[src/rtl/ebus_pkg.sv]
package ebus_pkg;
  typedef enum logic [1:0] {
    OP_IDLE  = 2'd0,
    OP_FETCH = 2'd1,
    OP_RD    = 2'd2,
    OP_WR    = 2'd3
  } bus_op_e;
endpackage

[src/rtl/ebus_phase_ctr.sv]
module ebus_phase_ctr #(
  parameter int MC_LEN = 12,
  parameter int PH_W   = $clog2(MC_LEN)
) (
  input  logic            clk,
  input  logic            rst_n,
  input  logic            ea_in,
  output logic [PH_W-1:0] ph,
  output logic            run,
  output logic            mc_last,
  output logic            ea_lat
);
  localparam logic [PH_W-1:0] LAST_PH = PH_W'(MC_LEN - 1);

  logic            rs_meta;
  logic            run_q;
  logic [PH_W-1:0] ph_q;
  logic [PH_W-1:0] ph_nxt;
  logic            ea_q;

  // reset release synchroniser
  always_ff @(posedge clk or negedge rst_n) begin
    if (!rst_n) begin
      rs_meta <= 1'b0;
      run_q   <= 1'b0;
    end else begin
      rs_meta <= 1'b1;
      run_q   <= rs_meta;
    end
  end

  always_comb begin
    if (!run_q)
      ph_nxt = LAST_PH;
    else if (ph_q == LAST_PH)
      ph_nxt = '0;
    else
      ph_nxt = ph_q + PH_W'(1);
  end

  always_ff @(posedge clk or negedge rst_n) begin
    if (!rst_n) ph_q <= LAST_PH;
    else        ph_q <= ph_nxt;
  end

  // program-space select: loads only while the block is held in reset
  always_ff @(posedge clk) begin
    if (!run_q) ea_q <= ea_in;
  end

  assign ph      = ph_q;
  assign run     = run_q;
  assign mc_last = run_q && (ph_q == LAST_PH);
  assign ea_lat  = ea_q;


  last_single_chk: assert property (@(posedge clk) disable iff (!rst_n)
    mc_last |=> !mc_last);


  ea_frozen_chk: assert property (@(posedge clk) disable iff (!rst_n)
    (run_q && $past(run_q)) |-> $stable(ea_q));
endmodule

[src/rtl/ebus_strobes.sv]
module ebus_strobes
  import ebus_pkg::*;
#(
  parameter int MC_LEN = 12,
  parameter int PH_W   = $clog2(MC_LEN)
) (
  input  logic            clk,
  input  logic            rst_n,
  input  logic [PH_W-1:0] ph,
  input  bus_op_e         op,
  input  logic            ext0,
  input  logic            ext1,
  output logic            ale,
  output logic            psen_n,
  output logic            rd_n,
  output logic            wr_n
);
  localparam int ALE_W   = 2;
  localparam int HALF    = MC_LEN / 2;
  localparam logic [PH_W-1:0] HALF_P  = PH_W'(HALF);
  localparam logic [PH_W-1:0] ALE_P   = PH_W'(ALE_W);
  localparam logic [PH_W-1:0] STB_P   = PH_W'(ALE_W + 1);
  localparam logic [PH_W-1:0] STB_END = PH_W'(ALE_W + HALF);

  logic            in_hi;
  logic [PH_W-1:0] off;
  logic            is_data;
  logic            slot_ext;

  always_comb begin
    in_hi    = (ph >= HALF_P);
    off      = in_hi ? (ph - HALF_P) : ph;
    is_data  = (op == OP_RD) || (op == OP_WR);
    slot_ext = in_hi ? ext1 : ext0;
    ale      = (off < ALE_P) && (!in_hi || !is_data);
    psen_n   = !((op == OP_FETCH) && slot_ext && (off >= STB_P));
    rd_n     = !((op == OP_RD) && (ph >= STB_P) && (ph <= STB_END));
    wr_n     = !((op == OP_WR) && (ph >= STB_P) && (ph <= STB_END));
  end


  ale_width_chk: assert property (@(posedge clk) disable iff (!rst_n)
    $rose(ale) |=> ale ##1 !ale);


  psen_lag_chk: assert property (@(posedge clk) disable iff (!rst_n)
    $fell(psen_n) |-> (!$past(ale) && $past(ale, 2)));


  rd_wr_excl_chk: assert property (@(posedge clk) disable iff (!rst_n)
    !(!rd_n && !wr_n));
endmodule

[src/rtl/ebus_lane_mux.sv]
module ebus_lane_mux
  import ebus_pkg::*;
#(
  parameter int MC_LEN = 12,
  parameter int ADDR_W = 16,
  parameter int DATA_W = 8,
  parameter int PH_W   = $clog2(MC_LEN)
) (
  input  logic              clk,
  input  logic              rst_n,
  input  logic [PH_W-1:0]   ph,
  input  bus_op_e           op,
  input  logic [ADDR_W-1:0] addr,
  input  logic              wide,
  input  logic [DATA_W-1:0] wdata,
  input  logic [DATA_W-1:0] p2_latch,
  input  logic              ext0,
  input  logic              ext1,
  input  logic [DATA_W-1:0] p0_in,
  output logic [DATA_W-1:0] p0_out,
  output logic              p0_oe,
  output logic [DATA_W-1:0] p2_out,
  output logic [DATA_W-1:0] rdata,
  output logic              rdata_vld
);
  localparam int ALE_W = 2;
  localparam int HALF  = MC_LEN / 2;
  localparam logic [PH_W-1:0] HALF_P   = PH_W'(HALF);
  localparam logic [PH_W-1:0] AHOLD_P  = PH_W'(ALE_W + 1);
  localparam logic [PH_W-1:0] SLOT_END = PH_W'(HALF - 1);
  localparam logic [PH_W-1:0] RD_END   = PH_W'(ALE_W + HALF);
  localparam logic [PH_W-1:0] WD_END   = PH_W'(ALE_W + HALF + 1);

  logic              in_hi;
  logic [PH_W-1:0]   off;
  logic [ADDR_W-1:0] slot_addr;
  logic              slot_ext;
  logic              cap;
  logic [DATA_W-1:0] rdata_q, rdata_d;
  logic              vld_q, vld_d;

  always_comb begin
    in_hi     = (ph >= HALF_P);
    off       = in_hi ? (ph - HALF_P) : ph;
    slot_addr = in_hi ? (addr + ADDR_W'(1)) : addr;
    slot_ext  = in_hi ? ext1 : ext0;
    p0_oe     = 1'b0;
    p0_out    = '0;
    p2_out    = p2_latch;
    unique case (op)
      OP_FETCH: begin
        if (slot_ext) begin
          p2_out = slot_addr[ADDR_W-1:DATA_W];
          if (off < AHOLD_P) begin
            p0_oe  = 1'b1;
            p0_out = slot_addr[DATA_W-1:0];
          end
        end
      end
      OP_RD, OP_WR: begin
        if (wide) p2_out = addr[ADDR_W-1:DATA_W];
        if (ph < AHOLD_P) begin
          p0_oe  = 1'b1;
          p0_out = addr[DATA_W-1:0];
        end else if ((op == OP_WR) && (ph <= WD_END)) begin
          p0_oe  = 1'b1;
          p0_out = wdata;
        end
      end
      default: ;
    endcase
  end

  // capture on the clock edge that ends the strobe
  always_comb begin
    cap     = ((op == OP_FETCH) && slot_ext && (off == SLOT_END)) ||
              ((op == OP_RD) && (ph == RD_END));
    vld_d   = cap;
    rdata_d = cap ? p0_in : rdata_q;
  end

  always_ff @(posedge clk or negedge rst_n) begin
    if (!rst_n) begin
      rdata_q <= '0;
      vld_q   <= 1'b0;
    end else begin
      rdata_q <= rdata_d;
      vld_q   <= vld_d;
    end
  end

  assign rdata     = rdata_q;
  assign rdata_vld = vld_q;


  vld_pulse_chk: assert property (@(posedge clk) disable iff (!rst_n)
    rdata_vld |=> !rdata_vld);
endmodule

[src/rtl/ebus_seq.sv]
module ebus_seq
  import ebus_pkg::*;
#(
  parameter int MC_LEN    = 12,
  parameter int ADDR_W    = 16,
  parameter int DATA_W    = 8,
  parameter int INT_LIMIT = 8192
) (
  input  logic              clk,
  input  logic              rst_n,
  input  logic              ea_in,
  input  logic [1:0]        req_op,
  input  logic [ADDR_W-1:0] req_addr,
  input  logic              req_wide,
  input  logic [DATA_W-1:0] req_wdata,
  input  logic [DATA_W-1:0] p2_latch,
  input  logic [DATA_W-1:0] p0_in,
  output logic              mc_last,
  output logic              ale,
  output logic              psen_n,
  output logic              rd_n,
  output logic              wr_n,
  output logic [DATA_W-1:0] p0_out,
  output logic              p0_oe,
  output logic [DATA_W-1:0] p2_out,
  output logic [DATA_W-1:0] rdata,
  output logic              rdata_vld
);
  localparam int PH_W = $clog2(MC_LEN);
  localparam logic [ADDR_W:0] LIMIT_V = (ADDR_W+1)'(INT_LIMIT);

  logic [PH_W-1:0]   ph;
  logic              run;
  logic              ea_lat;
  bus_op_e           op_q, op_d;
  logic [ADDR_W-1:0] addr_q, addr_d;
  logic              wide_q, wide_d;
  logic [DATA_W-1:0] wd_q, wd_d;
  logic [ADDR_W-1:0] addr_p1;
  logic              ext0, ext1;

  ebus_phase_ctr #(.MC_LEN(MC_LEN), .PH_W(PH_W)) u_phase (
    .clk(clk), .rst_n(rst_n), .ea_in(ea_in),
    .ph(ph), .run(run), .mc_last(mc_last), .ea_lat(ea_lat)
  );

  // request register: loaded only in the final phase
  always_comb begin
    op_d   = op_q;
    addr_d = addr_q;
    wide_d = wide_q;
    wd_d   = wd_q;
    if (mc_last) begin
      op_d   = bus_op_e'(req_op);
      addr_d = req_addr;
      wide_d = req_wide;
      wd_d   = req_wdata;
    end
  end

  always_ff @(posedge clk or negedge rst_n) begin
    if (!rst_n) begin
      op_q   <= OP_IDLE;
      addr_q <= '0;
      wide_q <= 1'b0;
      wd_q   <= '0;
    end else begin
      op_q   <= op_d;
      addr_q <= addr_d;
      wide_q <= wide_d;
      wd_q   <= wd_d;
    end
  end

  // per-slot program-space decision
  always_comb begin
    addr_p1 = addr_q + ADDR_W'(1);
    ext0    = !(ea_lat && ({1'b0, addr_q}  < LIMIT_V));
    ext1    = !(ea_lat && ({1'b0, addr_p1} < LIMIT_V));
  end

  ebus_strobes #(.MC_LEN(MC_LEN), .PH_W(PH_W)) u_strobes (
    .clk(clk), .rst_n(rst_n), .ph(ph), .op(op_q),
    .ext0(ext0), .ext1(ext1),
    .ale(ale), .psen_n(psen_n), .rd_n(rd_n), .wr_n(wr_n)
  );

  ebus_lane_mux #(.MC_LEN(MC_LEN), .ADDR_W(ADDR_W), .DATA_W(DATA_W), .PH_W(PH_W)) u_lanes (
    .clk(clk), .rst_n(rst_n), .ph(ph), .op(op_q),
    .addr(addr_q), .wide(wide_q), .wdata(wd_q), .p2_latch(p2_latch),
    .ext0(ext0), .ext1(ext1), .p0_in(p0_in),
    .p0_out(p0_out), .p0_oe(p0_oe), .p2_out(p2_out),
    .rdata(rdata), .rdata_vld(rdata_vld)
  );


  rd_lane_free_chk: assert property (@(posedge clk) disable iff (!rst_n)
    !rd_n |-> !p0_oe);


  data_no_psen_chk: assert property (@(posedge clk) disable iff (!rst_n)
    (!rd_n || !wr_n) |-> psen_n);


  idle_before_run_chk: assert property (@(posedge clk) disable iff (!rst_n)
    !run |-> (psen_n && rd_n && wr_n && !ale));
endmodule

[config.mk]
export PLATFORM = sky130hd
export DESIGN_NAME = ebus_seq
export DESIGN_NICKNAME = d
export VERILOG_FILES = /design/src/rtl/ebus_pkg.sv /design/src/rtl/ebus_phase_ctr.sv /design/src/rtl/ebus_strobes.sv /design/src/rtl/ebus_lane_mux.sv /design/src/rtl/ebus_seq.sv
export SDC_FILE = /design/constraint.sdc
export NUM_CORES = 1
export LEC_CHECK = 0
export ABC_AREA = 1
export CORE_ASPECT_RATIO = 0.5
export CORE_MARGIN = 2
export CORE_UTILIZATION = 53
export CTS_CLUSTER_DIAMETER = 200
export DETAILED_ROUTE_END_ITERATION = 12
export MAX_ROUTING_LAYER = met4
export PLACE_DENSITY = 0.86
export SYNTH_ARGS = -nofsm -noshare
export SYNTH_HDL_FRONTEND = slang
export SYNTH_HIERARCHICAL = 1
export SYNTH_SLANG_ARGS = --single-unit
[constraint.sdc]
create_clock -name clk -period 3.7 [get_ports clk]
set_clock_uncertainty 0.05 [all_clocks]
set_input_delay 0.555 -clock clk [delete_from_list [all_inputs] [get_ports clk]]
set_output_delay 0.555 -clock clk [all_outputs]
set_load 0.1 [all_outputs]
# Yosys cells after proc, flatten, opt, wreduce, memory -nomap -nowiden

Index checks and enable logic that the tools add are counted.

Word-level logic and storage cells: 71
Output and inout bits: 31
Register bits: 43
Bits of input ports: 46

Equal/unequal tests: 6
Add/subtract/negate cells: 3
Reductions and logical operators: 24
$lt $le $gt $ge: 10
Muxes and demuxes: 18

Operators by type and width:

| kind                                                                           | number |
|---|---|
| 8-bit two-way mux                                                              | 6 |
| 16-bit by 14-bit less-than comparator with 1-bit output, second input constant | 2 |
| 8-bit case mux with 2 select lines                                             | 2 |
| 16-bit by 1-bit adder with 16-bit output, second input constant                | 1 |
| 16-bit two-way mux                                                             | 1 |
| 1-bit logical AND                                                              | 13 |
| 4-bit by 2-bit less-than comparator with 1-bit output, second input constant   | 3 |
| 4-bit two-way mux                                                              | 3 |
| 4-bit == test, second input constant                                           | 2 |
| 4-bit by 2-bit >= comparator with 1-bit output, second input constant          | 2 |
| 4-bit <= comparator, second input constant                                     | 2 |
| 1-bit zero test                                                                | 7 |
| 1-bit two-way mux                                                              | 5 |
| 4-bit by 1-bit adder with 4-bit output, second input constant                  | 1 |
| 2-bit == test, second input constant                                           | 2 |
| 4-bit by 3-bit == test with 1-bit output, second input constant                | 1 |
| 4-bit by 3-bit >= comparator with 1-bit output, second input constant          | 1 |
| 4-bit by 3-bit subtractor with 4-bit output, second input constant             | 1 |
| 1-bit logical OR                                                               | 3 |
| 2-bit by 1-bit == test with 1-bit output, second input constant                | 1 |
| 1-bit case mux with 2 select lines                                             | 1 |
| 2-bit OR reduction                                                             | 1 |

# Depth between registers and ports, before layout

Gate-level depths: netlist of run 1.

Depth in word-level cells: 8
Gate-level depth with buffers: 13
Gate-level depth less buffers: 13

# Cells and area by module

Netlist of run 1, hierarchy kept.

Modules (own cells, without submodules):

| module         | instances | area an instance (um2) | cells an instance |
|---|---|---|---|
| ebus_lane_mux  | 1         | 1,363.8                | 224 |
| ebus_seq       | 1         | 1,127.3                | 85 |
| ebus_phase_ctr | 1         | 284.0                  | 25 |
| ebus_strobes   | 1         | 116.4                  | 26 |

# Worst setup path after synthesis of run 1

No wires, ideal clock.

Path type: register to output
From: register addr_q[2]
To: output port p0_out[5]
Required time: 3,095 ps
Cell stages (with the launch flop): 11
Arrival time: 2,803 ps
Setup slack: 292 ps
Cell sequence: dfrtp_1 > nand2_1 > nor2_1 > nand2_1 > o21ai_0 > nand2_1 > nand2_1 > o21ai_2 > nor2_4 > nand2_2 > o22ai_1

Longest elaborated chain between the ends: 7

RTL lines:

| element                                                 | line                | text |
|---|---|---|
| start, declared                                         | ebus_seq.sv:36      | `logic [ADDR_W-1:0] addr_q, addr_d;` |
| start signal, assigned                                  | ebus_seq.sv:69      | `addr_q <= addr_d;` |
| 16-bit by 1-bit adder with 16-bit output                | ebus_seq.sv:77      | `addr_p1 = addr_q + ADDR_W'(1);` |
| 16-bit by 14-bit less-than comparator with 1-bit output | ebus_seq.sv:79      | `ext1 = !(ea_lat && ({1'b0, addr_p1} < LIMIT_V));` |
| 1-bit logical AND                                       | ebus_seq.sv:79      |  |
| 1-bit zero test                                         | ebus_seq.sv:79      |  |
| named net ext1                                          | ebus_seq.sv:40      | `logic ext0, ext1;` |
| 1-bit two-way mux                                       | ebus_lane_mux.sv:46 | `slot_ext = in_hi ? ext1 : ext0;` |
| 8-bit two-way mux                                       | ebus_lane_mux.sv:52 | `if (slot_ext) begin` |
| 8-bit case mux with 2 select lines                      | ebus_lane_mux.sv:50 | `unique case (op)` |
| end, declared                                           | ebus_seq.sv:23      | `output logic [DATA_W-1:0] p0_out,` |

The timed path passes the listed nets, and every way through them passes these cells.

# Worst setup path in the final report of run 1

From: register addr_q[11]
To: output port p2_out[2]

Longest elaborated chain between the ends: 7

RTL lines:

| element                                                 | line                | text |
|---|---|---|
| 16-bit by 1-bit adder with 16-bit output                | ebus_seq.sv:77      |  |
| 16-bit by 14-bit less-than comparator with 1-bit output | ebus_seq.sv:79      |  |
| 1-bit logical AND                                       | ebus_seq.sv:79      |  |
| 1-bit zero test                                         | ebus_seq.sv:79      |  |
| named net ext1                                          | ebus_seq.sv:40      |  |
| 1-bit two-way mux                                       | ebus_lane_mux.sv:46 |  |
| 8-bit two-way mux                                       | ebus_lane_mux.sv:52 |  |
| 8-bit case mux with 2 select lines                      | ebus_lane_mux.sv:50 |  |
| end, declared                                           | ebus_seq.sv:25      | `output logic [DATA_W-1:0] p2_out,` |

The timed path passes the listed nets, and every way through them passes these cells.

==> results of run 1 <==
-- kinds of logic (layout without fill, tap and decap cells) --
group,Yosys count,after routing,synth area share [%]
XOR/XNOR,9,9,2.726
AO/OA/AOI/OAI,44,44,10.17
flip-flops,43,43,37.52
adder cells (fa/ha/maj),3,3,1.298
other,1,1,0.1297
AND/OR/NAND/NOR,195,195,31.76
multiplexers,25,25,10.52
buffers and inverters,40,122,5.884
-- metrics by stage --
| stage | utilization [%] | hold slack [ns] | cell area, sq um | setup slack, ns |
|---|---|---|---|---|
| after detailed placement | 71.95 | 0.2904 | 3662 | 1.033 |
| final | 73.89 | 0.3103 | 3761 | 0.6492 |
| after CTS | 73.89 | 0.3112 | 3761 | 0.6904 |
| after global placement | 71.95 | 0.2879 | 3662 | 1.110 |
| after floorplan | - | 0.2094 | 2892 | 0.2924 |
| after global routing | 73.89 | 0.3223 | 3761 | 0.5328 |
-- final cells by class --
class                      instances  area, sq um  area share (%)
clock buffer                       6        82.58           2.196
clock inverter                     2        16.27          0.4325
inverter                          36        135.1           3.593
multi-input combinational        277         1639           43.58
sequential                        43         1085           28.84
tap                               70        87.58           2.329
timing repair buffer              78        715.7           19.03
-- flip-flops by register name, indices dropped and copies added (netlist names) --
name               flops
u_lanes/rdata          8
u_phase/rs_meta        1
op_q                   2
u_phase/ph             4
u_phase/ea_lat         1
wd_q                   8
addr_q                16
wide_q                 1
u_phase/run            1
u_lanes/rdata_vld      1
-- path summary, 6_finish.rpt --
| check | startpoint | endpoint | slack [ns] | cells after the start |
|---|---|---|---|---|
| hold / removal | u_phase/rs_meta$_DFF_PN0_ | u_phase/run$_DFF_PN0_ | 0.31 | 0 |
| max in group asynchronous | rst_n | addr_q[5]$_DFFE_PN0P_ | 2.66 | 1 |
| setup reg to reg | u_phase/ph[1]$_DFF_PN1_ | addr_q[3]$_DFFE_PN0P_ | 1.14 | 5 |
| setup / recovery | addr_q[11]$_DFFE_PN0P_ | p2_out[2] | 0.65 | 11 |
| min in group asynchronous | rst_n | wd_q[2]$_DFFE_PN0P_ | 0.34 | 1 |
| hold reg to reg | u_phase/rs_meta$_DFF_PN0_ | u_phase/run$_DFF_PN0_ | 0.31 | 0 |
-- synthesized netlist by cell type (all sizes together) (4+ instances only) --
library cell  number
nand2            105
nor2              40
dfrtp             39
inv               35
nand3             34
mux2              25
o21ai             21
a22oi             10
a21oi              6
nor3               6
xor2               6
buf                4
nand4              4
or2                4
-- routing by layer --
metal / track usage [%] / routed length, microns
met5: - / 0
met4: 9.890 / 113
met3: 5.269 / 492
met2: 42.59 / 3501
met1: 35.98 / 3524
-- worst max-delay path, delay by kind of cell (launching register included) --
kind                   cells  cell delay [ns]
buffers and inverters      1             0.34
AOI/OAI and AO/OA          3             0.56
and+or+nand+nor            7             0.80
DFF                        1             0.44
==> results.json, run 1 <==
{
  "outcome": "finished clean",
  "ant_nets": 0,
  "fin_crit_sh_pct": 82.45,
  "drt-pass1-iter-count": 5,
  "antenna_found_initial": 0,
  "cts_setup_buffers": 0,
  "dieArea_sq_um": 6098,
  "numPortBuffers": 76,
  "finalHoldViolations": 0,
  "drt_iter0_drc": 234,
  "num_rows": 18,
  "cp_common_cell": "nand2_1",
  "initial_core_util_pct": 56.81,
  "core_sq_um": 5090,
  "cts_resized": 0,
  "worst_path_largest_cell_delay_ns": 0.44,
  "crit_fanout": 6,
  "critical_path_class": "reg -> out",
  "grt_usage_pct": 27.46,
  "synth-edff-count": 1,
  "dp_hpwl_microns": 5737,
  "worstMarginPinSlew_ns": 0.9800,
  "yosys_warnings": 6,
  "htreeDepth": 2,
  "fmax_mhz": 327.8,
  "yosysTopAreaCellShare_pct": 33.75,
  "syn_nets": 409,
  "required_ns": 3.09,
  "cts_made_buffers": 5,
  "grt_pass1_vias": 2701,
  "ioPinCount": 77,
  "viasPerCell": 5.535,
  "mostFrequentLayoutCells": "92 x nand2_1, 53 x clkdlybuf4s50_1, 39 x dfrtp_1",
  "synth_top_flop_cell": "dfrtp_1",
  "clkTransAtPathRegs_ns": 0.09,
  "synth_area_leaders": "dfrtp_1 34%, nand2_1 12%, mux2_2 7.4%",
  "syn_inst": 360,
  "arrival_ns": 2.45,
  "cts_tree": "yes",
  "cts_sinks": 43,
  "fin_crit_ns": 3.051,
  "drc_errors": 0,
  "yosys.area.top_type": "dfrtp_1",
  "hold_class": "reg -> reg",
  "layout_commonest_cell": "nand2_1",
  "finalNonFillerCells": 512,
  "maxCapViolations": 0,
  "syn_avg_cell_area_sq_um": 8.032,
  "ys_seq_elements": 43,
  "area_delta_synth_final_pct": 30.07,
  "setup_viol": 0,
  "endpoint_kind": "primary output",
  "n_antenna_cell": 0,
  "clkLatencyLatePin_ns": 0.30,
  "dpl.cell_count": 504,
  "ys_types": 43,
  "root_buffer": "clkbuf_8",
  "crit_slowest_cell": "dfrtp_1",
  "die_x_microns": 108.5,
  "timing.slew.headroom_pct": 34.46,
  "nFillCells": 414,
  "ys_seq_area_share_pct": 37.52,
  "via_count": 2834,
  "nets": 490,
  "grt-ovfl-total": 0,
  "fin_tns_setup_ns": 0,
  "grt_pass1_wl_microns": 12590,
  "die_h_microns": 56.23,
  "clockBufferDepth": 2,
  "gp_congestion": 0.9251,
  "rsz0062_at_grt": "no",
  "grt_max_degree": 43,
  "wl_per_cell_microns": 14.90,
  "cp-start-kind": "flip-flop",
  "cts_hold_buffers": 0,
  "drv_slew": 0,
  "timing.critical_path.cells": "nand2_1, nor2_1, nand2_1, o21ai_0, nand2_1, nand2_1, o21ai_2, nor2_4, nand2_1, o211ai_1, buf_4",
  "drive_gt1_share_pct": 22.40,
  "drt-total-wl_microns": 7631,
  "synth_area_sq_um": 2892,
  "async_flop_share_pct": 97.67
}
Power of run 1 is left out: the tool's default activity adds up to more than one toggle a clock period on the data nets, which glitch-free logic cannot reach.
==> run 2: changes to the inputs <==
--- a/config.mk
+++ b/config.mk
@@ -8,11 +8,11 @@
 export ABC_AREA = 1
 export CORE_ASPECT_RATIO = 0.5
 export CORE_MARGIN = 2
-export CORE_UTILIZATION = 53
+export CORE_UTILIZATION = 49
 export CTS_CLUSTER_DIAMETER = 200
 export DETAILED_ROUTE_END_ITERATION = 12
 export MAX_ROUTING_LAYER = met4
-export PLACE_DENSITY = 0.86
+export PLACE_DENSITY = 0.81
 export SYNTH_ARGS = -nofsm -noshare
 export SYNTH_HDL_FRONTEND = slang
 export SYNTH_HIERARCHICAL = 1
==> constraint.sdc (replaced) <==
create_clock -name clk -period 3 [get_ports clk]
set_clock_uncertainty 0.05 [all_clocks]
set_input_delay 0.45 -clock clk [delete_from_list [all_inputs] [get_ports clk]]
set_output_delay 0.45 -clock clk [all_outputs]
set_load 0.1 [all_outputs]
==> run 2 against run 1 <==
  * Critical path depth unchanged
  * Die area increased by 7.7%
  * Hold slack got worse by 0.057 ns
  * Design area increased by 8.2%
  * Final cell count increased by 0.78%
  * Global-route usage decreased by 2.0 points
  * Sequential share of layout area decreased by 2.2 points
  * Routed wire length increased by 1.1%
  * Clock-buffer cell count decreased by 1
  * Via count increased by 2.1%
  * Worst setup slack got worse by 0.51 ns
  * Utilization decreased by 1.1 points
==> results.json, run 2 (same netlist as run 1, synthesis figures left out) <==
{
  "outcome": "finished clean",
  "drc_errors": 0,
  "grt_max_degree": 43,
  "wl_per_cell_microns": 14.95,
  "dieArea_sq_um": 6569,
  "drive_gt1_share_pct": 25.06,
  "cts_sinks": 43,
  "fin_crit_ns": 2.863,
  "cts_resized": 0,
  "crit_fanout": 8,
  "grt-ovfl-total": 0,
  "required_ns": 2.50,
  "fmax_mhz": 349.3,
  "n_antenna_cell": 0,
  "grt_usage_pct": 25.44,
  "worstMarginPinSlew_ns": 0.9351,
  "crit_slowest_cell": "dfrtp_1",
  "antenna_found_initial": 0,
  "cp-start-kind": "flip-flop",
  "ant_nets": 0,
  "num_rows": 19,
  "gp_congestion": 0.9111,
  "viasPerCell": 5.609,
  "htreeDepth": 2,
  "rsz0062_at_grt": "no",
  "area_delta_synth_final_pct": 40.68,
  "drt-total-wl_microns": 7712,
  "numPortBuffers": 76,
  "clkLatencyLatePin_ns": 0.29,
  "via_count": 2894,
  "die_x_microns": 112.6,
  "grt_pass1_wl_microns": 12770,
  "worst_path_largest_cell_delay_ns": 0.49,
  "preCtsSetupSlack_ns": 0.5203,
  "path_delay_family": "simple AND/OR/NAND/NOR gates",
  "clkTransAtPathRegs_ns": 0.07,
  "timing.slew.headroom_pct": 37.66,
  "critical_path_class": "reg -> out",
  "dp_hpwl_microns": 5777,
  "die_h_microns": 58.32,
  "endpoint_kind": "primary output",
  "largest_reg_flops": 16,
  "cp_common_cell": "nand2_1",
  "core_sq_um": 5587,
  "initial_core_util_pct": 51.76,
  "drv_slew": 0,
  "ioPinCount": 77,
  "cts_tree": "yes",
  "grt_pass1_vias": 2683,
  "setup_viol": 0,
  "finalNonFillerCells": 516,
  "maxCapViolations": 0,
  "cts_setup_buffers": 0,
  "fin_crit_sh_pct": 95.44,
  "timing.critical_path.cells": "nand2_1, nor2_1, nand2_1, o21ai_1, nand2_1, nand2_2, o21ai_4, nor2_4, nand2_4, o211ai_1, buf_12",
  "setup_ws_ns": 0.1367,
  "dpl.cell_count": 508,
  "cts_made_buffers": 5,
  "largest_register": "addr_q",
  "clockBufferDepth": 2,
  "fin_util_pct": 72.81,
  "mostFrequentLayoutCells": "91 x nand2_1, 44 x clkdlybuf4s50_1, 39 x dfrtp_1",
  "root_buffer": "clkbuf_16",
  "cp.buffers_inverters": 1,
  "drt_iter0_drc": 245,
  "cts_hold_buffers": 0,
  "fin_tns_setup_ns": 0,
  "nets": 491,
  "finalHoldViolations": 0,
  "layout_commonest_cell": "nand2_1",
  "drt-pass1-iter-count": 7,
  "arrival_ns": 2.36,
  "hold_class": "in -> async"
}
## run 2: stage by stage
stage          instance area, sq um  hold slack (ns)
6_report                       4068           0.2529
2_1_floorplan                  2913           0.1044
5_1_grt                        4068           0.3211
4_1_cts                        4068           0.2961
3_5_place_dp                   3895           0.2873
3_3_place_gp                   3895           0.2827
## run 2: worst paths after layout
kind	start	to	slack, ns	depth (start not counted)
max in group asynchronous	rst_n	addr_q[14]$_DFFE_PN0P_	2.06	1
min in group clk	u_phase/rs_meta$_DFF_PN0_	u_phase/run$_DFF_PN0_	0.30	0
max reg2reg	u_phase/ph[1]$_DFF_PN1_	wd_q[3]$_DFFE_PN0P_	0.85	5
min reg2reg	u_phase/rs_meta$_DFF_PN0_	u_phase/run$_DFF_PN0_	0.30	0
min	rst_n	u_lanes/rdata[7]$_DFFE_PN0P_	0.25	1
max	addr_q[0]$_DFFE_PN0P_	p0_out[2]	0.14	11
## run 2: metal layers
layer | track usage, % | vias up | routed length [microns]
met5 | - | - | 0
met4 | 6.969 | 0 | 122
met1 | 33.22 | 1397 | 3367
li1 | - | 1358 | -
met3 | 4.428 | 16 | 484
met2 | 41.92 | 123 | 3737
## run 2: worst reg2reg max path, stage by stage (launching register included)
cell,delay [ns]
dfstp_2,0.70
ha_1,0.32
nand3_2,0.14
nor2_2,0.12
buf_4,0.32
mux2_2,0.39
## run 2: cell type report
class | instances | area (sq um)
Clock inverter | 3 | 47.55
Timing Repair Buffer | 79 | 925.9
Tap cell | 73 | 91.34
Clock buffer | 5 | 125.1
Fill cell | 415 | 1519
Inverter | 36 | 135.1
Sequential cell | 43 | 1085
Multi-Input combinational cell | 277 | 1658
Power of run 2 is left out for the same reason.
